--- src/rtl/lfo_pkg.sv ---
package lfo_pkg;
  localparam int PH_W = 8;

  typedef enum logic [1:0] {
    WV_SAW   = 2'd0,
    WV_SQR   = 2'd1,
    WV_TRI   = 2'd2,
    WV_NOISE = 2'd3
  } wave_e;

  // Period in ticks for a rate code; BAND_SH sets the slowest band scale.
  function automatic logic [15:0] period_of(input logic [4:0] code, input int BAND_SH);
    logic [2:0]  band;
    logic [1:0]  step;
    logic [15:0] g;
    band = code[4:2];
    step = ~code[1:0];
    g    = 16'(1 << BAND_SH) >> band;
    return ((g - 16'd1) << 2) + g * (16'(step) + 16'd1);
  endfunction
endpackage

--- src/rtl/lfo_timebase.sv ---
module lfo_timebase #(
  parameter int RATE_W  = 5,
  parameter int BAND_SH = 7,
  parameter int CNT_W   = BAND_SH + 3,
  parameter int PH_W    = lfo_pkg::PH_W
) (
  input  logic              clk,
  input  logic              rst,
  input  logic              tick,
  input  logic [RATE_W-1:0] rate_code,
  input  logic              rate_load,
  input  logic              phase_restart,
  output logic [PH_W-1:0]   phase_q,
  output logic [CNT_W-1:0]  cnt_q
);
  logic [CNT_W-1:0] reload_v;
  assign reload_v = CNT_W'(lfo_pkg::period_of(5'(rate_code), BAND_SH));

  always_ff @(posedge clk) begin
    if (rst) begin
      phase_q <= '0;
      cnt_q   <= reload_v;
    end else if (phase_restart || rate_load) begin
      cnt_q <= reload_v;
      if (phase_restart) phase_q <= '0;
    end else if (tick) begin
      if (cnt_q == CNT_W'(1)) begin
        phase_q <= phase_q + 1'b1;
        cnt_q   <= reload_v;
      end else begin
        cnt_q <= cnt_q - 1'b1;
      end
    end
  end
endmodule

--- src/rtl/lfo_shaper.sv ---
module lfo_shaper #(
  parameter bit PITCH   = 1'b0,
  parameter int DEPTH_W = 3,
  parameter int PH_W    = lfo_pkg::PH_W
) (
  input  logic [PH_W-1:0]    phase,
  input  lfo_pkg::wave_e     wave,
  input  logic [DEPTH_W-1:0] depth,
  output logic [PH_W-1:0]    value
);
  localparam int SH_W = DEPTH_W + 1;
  logic [PH_W-1:0] tri_v, noise_v, sqr_v, tri_sel, shaped;
  logic [SH_W-1:0] shamt;

  assign tri_v   = {phase[PH_W-2:0] ^ {(PH_W-1){phase[PH_W-1]}}, 1'b0};
  assign noise_v = (phase >> 3) ^ (phase << 3) ^ (phase & 8'hE3);

  generate
    if (PITCH) begin : g_pitch
      assign sqr_v   = phase[PH_W-1] ? 8'h80 : 8'h7F;
      assign tri_sel = tri_v - 8'h80;
    end else begin : g_amp
      assign sqr_v   = phase[PH_W-1] ? 8'hFF : 8'h00;
      assign tri_sel = tri_v;
    end
  endgenerate

  always_comb begin
    unique case (wave)
      lfo_pkg::WV_SAW: shaped = phase;
      lfo_pkg::WV_SQR: shaped = sqr_v;
      lfo_pkg::WV_TRI: shaped = tri_sel;
      default:         shaped = noise_v;
    endcase
  end

  assign shamt = SH_W'(PH_W) - SH_W'(depth);
  assign value = shaped >> shamt;
endmodule

--- src/rtl/lfo_core.sv ---
module lfo_core #(
  parameter int RATE_W  = 5,
  parameter int DEPTH_W = 3,
  parameter int BAND_SH = 7,
  parameter int CNT_W   = BAND_SH + 3
) (
  input  logic               clk,
  input  logic               rst,
  input  logic               tick,
  input  logic [RATE_W-1:0]  rate_code,
  input  logic               rate_load,
  input  logic               phase_restart,
  input  logic [1:0]         amp_wave,
  input  logic [DEPTH_W-1:0] amp_depth,
  input  logic [1:0]         pitch_wave,
  input  logic [DEPTH_W-1:0] pitch_depth,
  output logic [7:0]         amp_mod,
  output logic [7:0]         pitch_mod
);
  logic [7:0]       phase_q;
  logic [CNT_W-1:0] cnt_q;
  logic [7:0]       amp_v, pitch_v;

  lfo_timebase #(.RATE_W(RATE_W), .BAND_SH(BAND_SH), .CNT_W(CNT_W), .PH_W(8)) tb_u (
    .clk(clk), .rst(rst), .tick(tick), .rate_code(rate_code),
    .rate_load(rate_load), .phase_restart(phase_restart),
    .phase_q(phase_q), .cnt_q(cnt_q)
  );

  lfo_shaper #(.PITCH(1'b0), .DEPTH_W(DEPTH_W), .PH_W(8)) amp_u (
    .phase(phase_q), .wave(lfo_pkg::wave_e'(amp_wave)), .depth(amp_depth), .value(amp_v)
  );

  lfo_shaper #(.PITCH(1'b1), .DEPTH_W(DEPTH_W), .PH_W(8)) pitch_u (
    .phase(phase_q), .wave(lfo_pkg::wave_e'(pitch_wave)), .depth(pitch_depth), .value(pitch_v)
  );

  always_ff @(posedge clk) begin
    if (rst) begin
      amp_mod   <= '0;
      pitch_mod <= '0;
    end else begin
      amp_mod   <= amp_v;
      pitch_mod <= pitch_v;
    end
  end
endmodule

--- config.mk ---
export PLATFORM = sky130hd
export DESIGN_NAME = lfo_core
export DESIGN_NICKNAME = d
export VERILOG_FILES = /design/src/rtl/lfo_pkg.sv /design/src/rtl/lfo_timebase.sv /design/src/rtl/lfo_shaper.sv /design/src/rtl/lfo_core.sv
export SDC_FILE = /design/constraint.sdc
export NUM_CORES = 1
export LEC_CHECK = 0
export ABC_AREA = 1
export BUFFER_PORTS_ARGS = -buffer_cell sky130_fd_sc_hd__buf_4
export CORE_AREA = 2 2 90 92
export DETAILED_ROUTE_END_ITERATION = 6
export DIE_AREA = 0 0 92 94
export GPL_ROUTABILITY_DRIVEN = 1
export SYNTH_ARGS = -nofsm -noshare
export SYNTH_HDL_FRONTEND = slang
export SYNTH_SLANG_ARGS = --single-unit
--- constraint.sdc ---
create_clock -name clk -period 6.05 [get_ports clk]
set_clock_uncertainty 0.15 [all_clocks]
set_input_delay 0.9075 -clock clk [delete_from_list [all_inputs] [get_ports clk]]
set_output_delay 0.9075 -clock clk [all_outputs]
set_load 0.01 [all_outputs]
== After elaboration in Yosys (flattened, before gate mapping) ==
Index checks and enable logic that the tools add are counted.
Word-level totals
  bits in registers: 34
  input port bits: 20
  output and inout bits: 16
  logic and storage cells: 45
Cells by class
  add/sub/neg operators: 8
  multipliers: 1
  equal/unequal tests: 6
  shift-type cells: 3
  multiplexer cells: 12
  bitwise operators: 4
  reductions and logical operators: 7
Operators by type and width (count)
  8-bit 2-to-1 mux: 6
  8-bit one-hot mux with 3 select lines: 2
  10-bit 2-to-1 mux: 4
  16-bit by 3-bit multiplier with 10-bit output: 1
  8-bit by 3-bit >> shifter with 16-bit output, first input constant: 1
  8-bit by 4-bit >> shifter with 8-bit output: 2
  10-bit adder: 1
  10-bit by 1-bit equality test with 1-bit output, second input constant: 1
  10-bit by 1-bit subtractor with 10-bit output, second input constant: 1
  8-bit by 1-bit adder with 8-bit output, second input constant: 1
  4-bit by 3-bit subtractor with 4-bit output, first input constant: 2
  8-bit by 1-bit subtractor with 8-bit output, second input constant: 1
  8-bit subtractor, second input constant: 1
  5-bit by 8-bit XOR with 8-bit output: 1
  8-bit XOR: 1
  7-bit XOR: 1
  2-bit by 1-bit equality test with 1-bit output, second input constant: 2
  2-bit equality test, second input constant: 2
  2-bit zero test: 2
  2-bit nonzero test: 2
  2-bit by 1-bit adder with 3-bit output, second input constant: 1
  3-bit AND reduction: 1
  3-bit nonzero test: 1
  2-bit inequality test, second input constant: 1
  2 further kinds: 2

== Logic depth before layout (Yosys ltp) ==
  depth after elaboration: 8
  gate-level depth with buffers: 19
  gate-level depth less buffers: 19

== By module ==
Synthesis repeated with hierarchy kept, for this count alone.
Second synthesis, totals
  cell total of the unflattened synthesis: 622
  area total of the unflattened synthesis: 3804.9 um^2
By module, submodules not included
  lfo_timebase: times used 1, cells an instance 302, area each 2094.5 um^2, sequential area each 460.4 um^2
  lfo_shaper (amp_u): times used 1, cells an instance 134, area each 618.1 um^2, sequential area each 0.0 um^2
  lfo_shaper (pitch_u): times used 1, cells an instance 136, area each 618.1 um^2, sequential area each 0.0 um^2
  lfo_core: times used 1, cells an instance 50, area each 474.2 um^2, sequential area each 320.3 um^2

== Least setup slack after synthesis ==
No wires, ideal clock.
  path type: in2reg
  start point: in rate_code[0]
  end point: reg tb_u.cnt_q[7] (data pin)
  setup time: 264 ps
  data arrival time: 3644 ps
  data required time: 5636 ps
  setup slack: 1992 ps
  stages: 15
  path buffers: 0
  cell sequence: inv_1 -> ha_1 -> inv_1 -> nor2_1 -> fa_1 -> inv_1 -> fa_1 -> inv_1 -> ha_1 -> fa_1 -> nand3_1 -> nand2_1 -> xor2_1 -> nor2_1 -> a31oi_1
Between the ends
  longest elaborated chain between the ends: 8
RTL lines
  start: declaration: RTL line lfo_core.sv:10  | input logic [RATE_W-1:0] rate_code,
  2-bit inverter (*): RTL line lfo_pkg.sv:17  | step = ~code[1:0];
  2-bit by 1-bit adder with 3-bit output (*): RTL line lfo_pkg.sv:19  | return ((g - 16'd1) << 2) + g * (16'(step) + 16'd1);
  16-bit by 3-bit multiplier with 10-bit output (*): RTL line lfo_pkg.sv:19
  10-bit adder (*): RTL line lfo_pkg.sv:19
  10-bit 2-to-1 mux: RTL line lfo_timebase.sv:27  | if (cnt_q == CNT_W'(1)) begin
  10-bit 2-to-1 mux: RTL line lfo_timebase.sv:26  | end else if (tick) begin
  10-bit 2-to-1 mux: RTL line lfo_timebase.sv:23  | end else if (phase_restart || rate_load) begin
  10-bit 2-to-1 mux (*): RTL line lfo_timebase.sv:20  | if (rst) begin
  end signal: assignment: RTL line lfo_timebase.sv:22  | cnt_q <= reload_v;
  end signal: assignment: RTL line lfo_timebase.sv:24  | cnt_q <= reload_v;
  end signal: assignment: RTL line lfo_timebase.sv:29  | cnt_q <= reload_v;
  end: declaration: RTL line lfo_timebase.sv:14  | output logic [CNT_W-1:0] cnt_q
Every way passes the cells marked *; elsewhere a longest branch is shown, timed or not. The select of a mux whose other input is x is not followed.
A chain may end at the register's enable or synchronous reset.

== Worst setup path in the final report ==
Ends and elaborated chain as after synthesis.

==> key figures <==
Outcome
  – Outcome: finished, final reports clean

Clock tree
  – CTS Root Cell: clkbuf_8
  – Resized cells post-CTS: 0
  – CTS Hold Bufs: 0
  – CTS tree: yes
  – Reg clk slew, reported paths: 0.08 ns
  – Inserted Clock Buffers: 5
  – Htree depth: 2
  – CTS max path bufs: 2
  – CTS Sinks: 34
  – Worst-Skew Late Latency: 0.29 ns
  – Setup Fix Bufs, Post-CTS: 0

Routing
  – Avg WL per Cell: 12.25 µm
  – Antenna viol nets, final: 0
  – Via density per instance: 5.083
  – DRC viols: 0
  – DR iter-0 viols: 173
  – Via count: 3263
  – Pre-Repair DR Iteration Count: 5
  – Final wirelength: 7.862 mm

STA
  – Sum Neg Setup Slack: 0 ns
  – RSZ-0062 raised after global routing: no
  – Final hold vios: 0
  – Tmin final: 4.137 ns
  – Max Freq: 241.7 MHz
  – Period Utilization, post-route: 68.38%
  – Final Setup Violations: 0
  – Fin worst setup slack: 1.913 ns
  – Fin. max-slew vios: 0
  – Worst slew pin tran: 0.5604 ns
  – Slew headroom: 62.59%

Synthesis
  – Sequential fraction of the synthesis area: 22.97%
  – Largest family of logic cells by synthesized area: simple AND/OR/NAND/NOR gates
  – Mux cell area share after synthesis: 0.2944%
  – Synth Area in Compound Gates: 5.300%
  – Number of flops mapped to enable cells by yosys: 10
  – Post-Syn Instances: 510
  – Top_reg_cell synth: dfxtp_1
  – Syn_nets: 558
  – Synth Area in Simple Gates: 41.48%
  – Syn avg cell area: 6.666 µm²
  – Asr flop ratio synth: 0%
  – Post-Synth XOR/XNOR Area: 4.858%
  – Post-Synth Adder-Cell Area: 13.40%
  – Synthesized cell area: 3400 µm²
  – Register bit total from synthesis: 34
  – Syn. warnings: 0
  – Unique cell type count in the Yosys netlist: 38

Job
  – Max-cap violations: 0

Critical path
  – WS Path Type: in -> reg
  – CP max FO: 7
  – CP required: 5.94 ns
  – Critical path arrival: 4.03 ns
  – Crit end category: register
  – Startpoint Class: input port

Global route
  – Largest net degree at the start of global routing: 14
  – Grt total ovfl: 0
  – Vias in the first global route: 2974
  – GRT Overall Usage: 18.99%
  – Initial antenna violation count: 0
  – First-pass GRT wire length: 13.41 mm

Layout
  – Area Growth Syn to Fin: 10.97%
  – Nets: 587
  – Most frequent cells in the layout: 128 x nand2_1, 92 x nand3_1, 66 x inv_1
  – Fillers: 815
  – # diodes: 0
  – Layout cells sized above 1: 13.15%
  – Commonest non-fill, non-tap cell in the layout: nand2_1
  – Post-route insts no fill: 642

Power
  – VDD IR max: 0.1029 mV
  – Pwr dens: 172.4 nW/µm²
  – Power Total: 0.0006503 W
  – Leak: 1.834 nW

Floorplan
  – Starting Density: 44.69%
  – I/O pin count: 36
  – Die Area: 8648 µm²
  – Die width: 92 µm
  – Die height: 94 µm
  – CORE AREA: 7607 µm²
  – Row count: 32

Place
  – IO Port Bufs: 35
  – Post-Place Cells: 634
  – Pre-CTS setup slack: 1.605 ns
  – DP Wirelength: 6.481 mm
  – Final RePlAce weighted congestion: 0.8684

Min path
  – Min-Delay Path Class: reg -> reg
==> stage by stage <==
| stage | hold slack [ns] | utilization, % | area, µm² |
|---|---|---|---|
| floorplan | 0.3965 | - | 3400 |
| finish | 0.4671 | 49.59 | 3772 |
| global route | 0.5406 | 49.59 | 3772 |
| global placement | 0.4728 | 48.36 | 3679 |
| CTS | 0.4612 | 49.59 | 3772 |
| detailed placement | 0.4535 | 48.36 | 3679 |
==> worst paths after layout <==
kind	from	endpoint	depth (start not counted)	slack [ns]
max	rate_code[0]	tb_u.cnt_q[7]$_DFFE_PP_	16	1.91
min	tb_u.phase_q[6]$_SDFFE_PP0P_	tb_u.phase_q[6]$_SDFFE_PP0P_	2	0.47
max reg2reg	tb_u.phase_q[7]$_SDFFE_PP0P_	pitch_mod[1]$_SDFF_PP0_	9	4.14
min reg2reg	tb_u.phase_q[6]$_SDFFE_PP0P_	tb_u.phase_q[6]$_SDFFE_PP0P_	2	0.47
==> sequential cells by signal, indices dropped and copies added, names as in the netlist <==
register      flops
tb_u.cnt_q       10
tb_u.phase_q      8
amp_mod           8
pitch_mod         8
==> cell type report <==
type                       count  area [µm²]  share of cell area (%)
tap                          102       127.6                   3.383
multi-input combinational    387        2221                   58.87
clock buffer                   6       82.58                   2.189
inverter                      76       286.5                   7.595
timing repair buffer          35       262.8                   6.965
clock inverter                 2       11.26                  0.2985
sequential                    34       780.7                   20.70
==> Yosys cell counts, types with 4 or more instances <==
cell type	n	area share, %
nor2_1	57	6.3
fa_1	14	8.2
a21oi_1	13	1.9
inv_2	7	0.77
xnor2_1	9	2.3
nand2_2	5	0.92
buf_2	5	0.74
xor2_1	8	2.1
inv_1	66	7.3
nand3_1	92	14
edfxtp_1	10	8.8
a31oi_1	4	0.74
ha_1	14	5.2
o21ai_0	7	1.0
nor3_1	4	0.59
nand4_1	7	1.3
nand2_1	128	14
nor2_2	4	0.74
dfxtp_1	24	14
==> cell families after synthesis <==
logic type / Yosys count
XOR/XNOR: 18
AND/OR/NAND/NOR: 309
buffers and inverters: 89
multiplexers: 1
adder cells (fa/ha/maj): 28
flip-flops: 34
AO/OA/AOI/OAI: 31
==> metal layers <==
metal	part of all wire [%]	vias up	track usage, %
li1	-	1692	-
met1	49	1456	26.71
met2	44	100	30.94
met3	5.1	15	2.809
met4	1.5	0	4.229
met5	0	-	0
==> worst max-delay path, cell delays in order <==
cell     delay [ns]
buf_4          0.12
inv_1          0.16
ha_1           0.27
inv_1          0.19
nor2_1         0.10
fa_1           0.52
inv_1          0.06
fa_1           0.52
inv_1          0.04
ha_1           0.23
fa_1           0.42
nand3_1        0.10
nand2_1        0.06
xor2_1         0.14
nor2_1         0.11
a31oi_1        0.05
==> where the power goes <==
part	switching (W)	total, W	internal, W
combinational	0.000122	0.000199	0.0000775
sequential	0.0000145	0.000274	0.000260
clock	0.0000846	0.000176	0.0000917
Note: power is estimated with default switching activity, not from simulation.
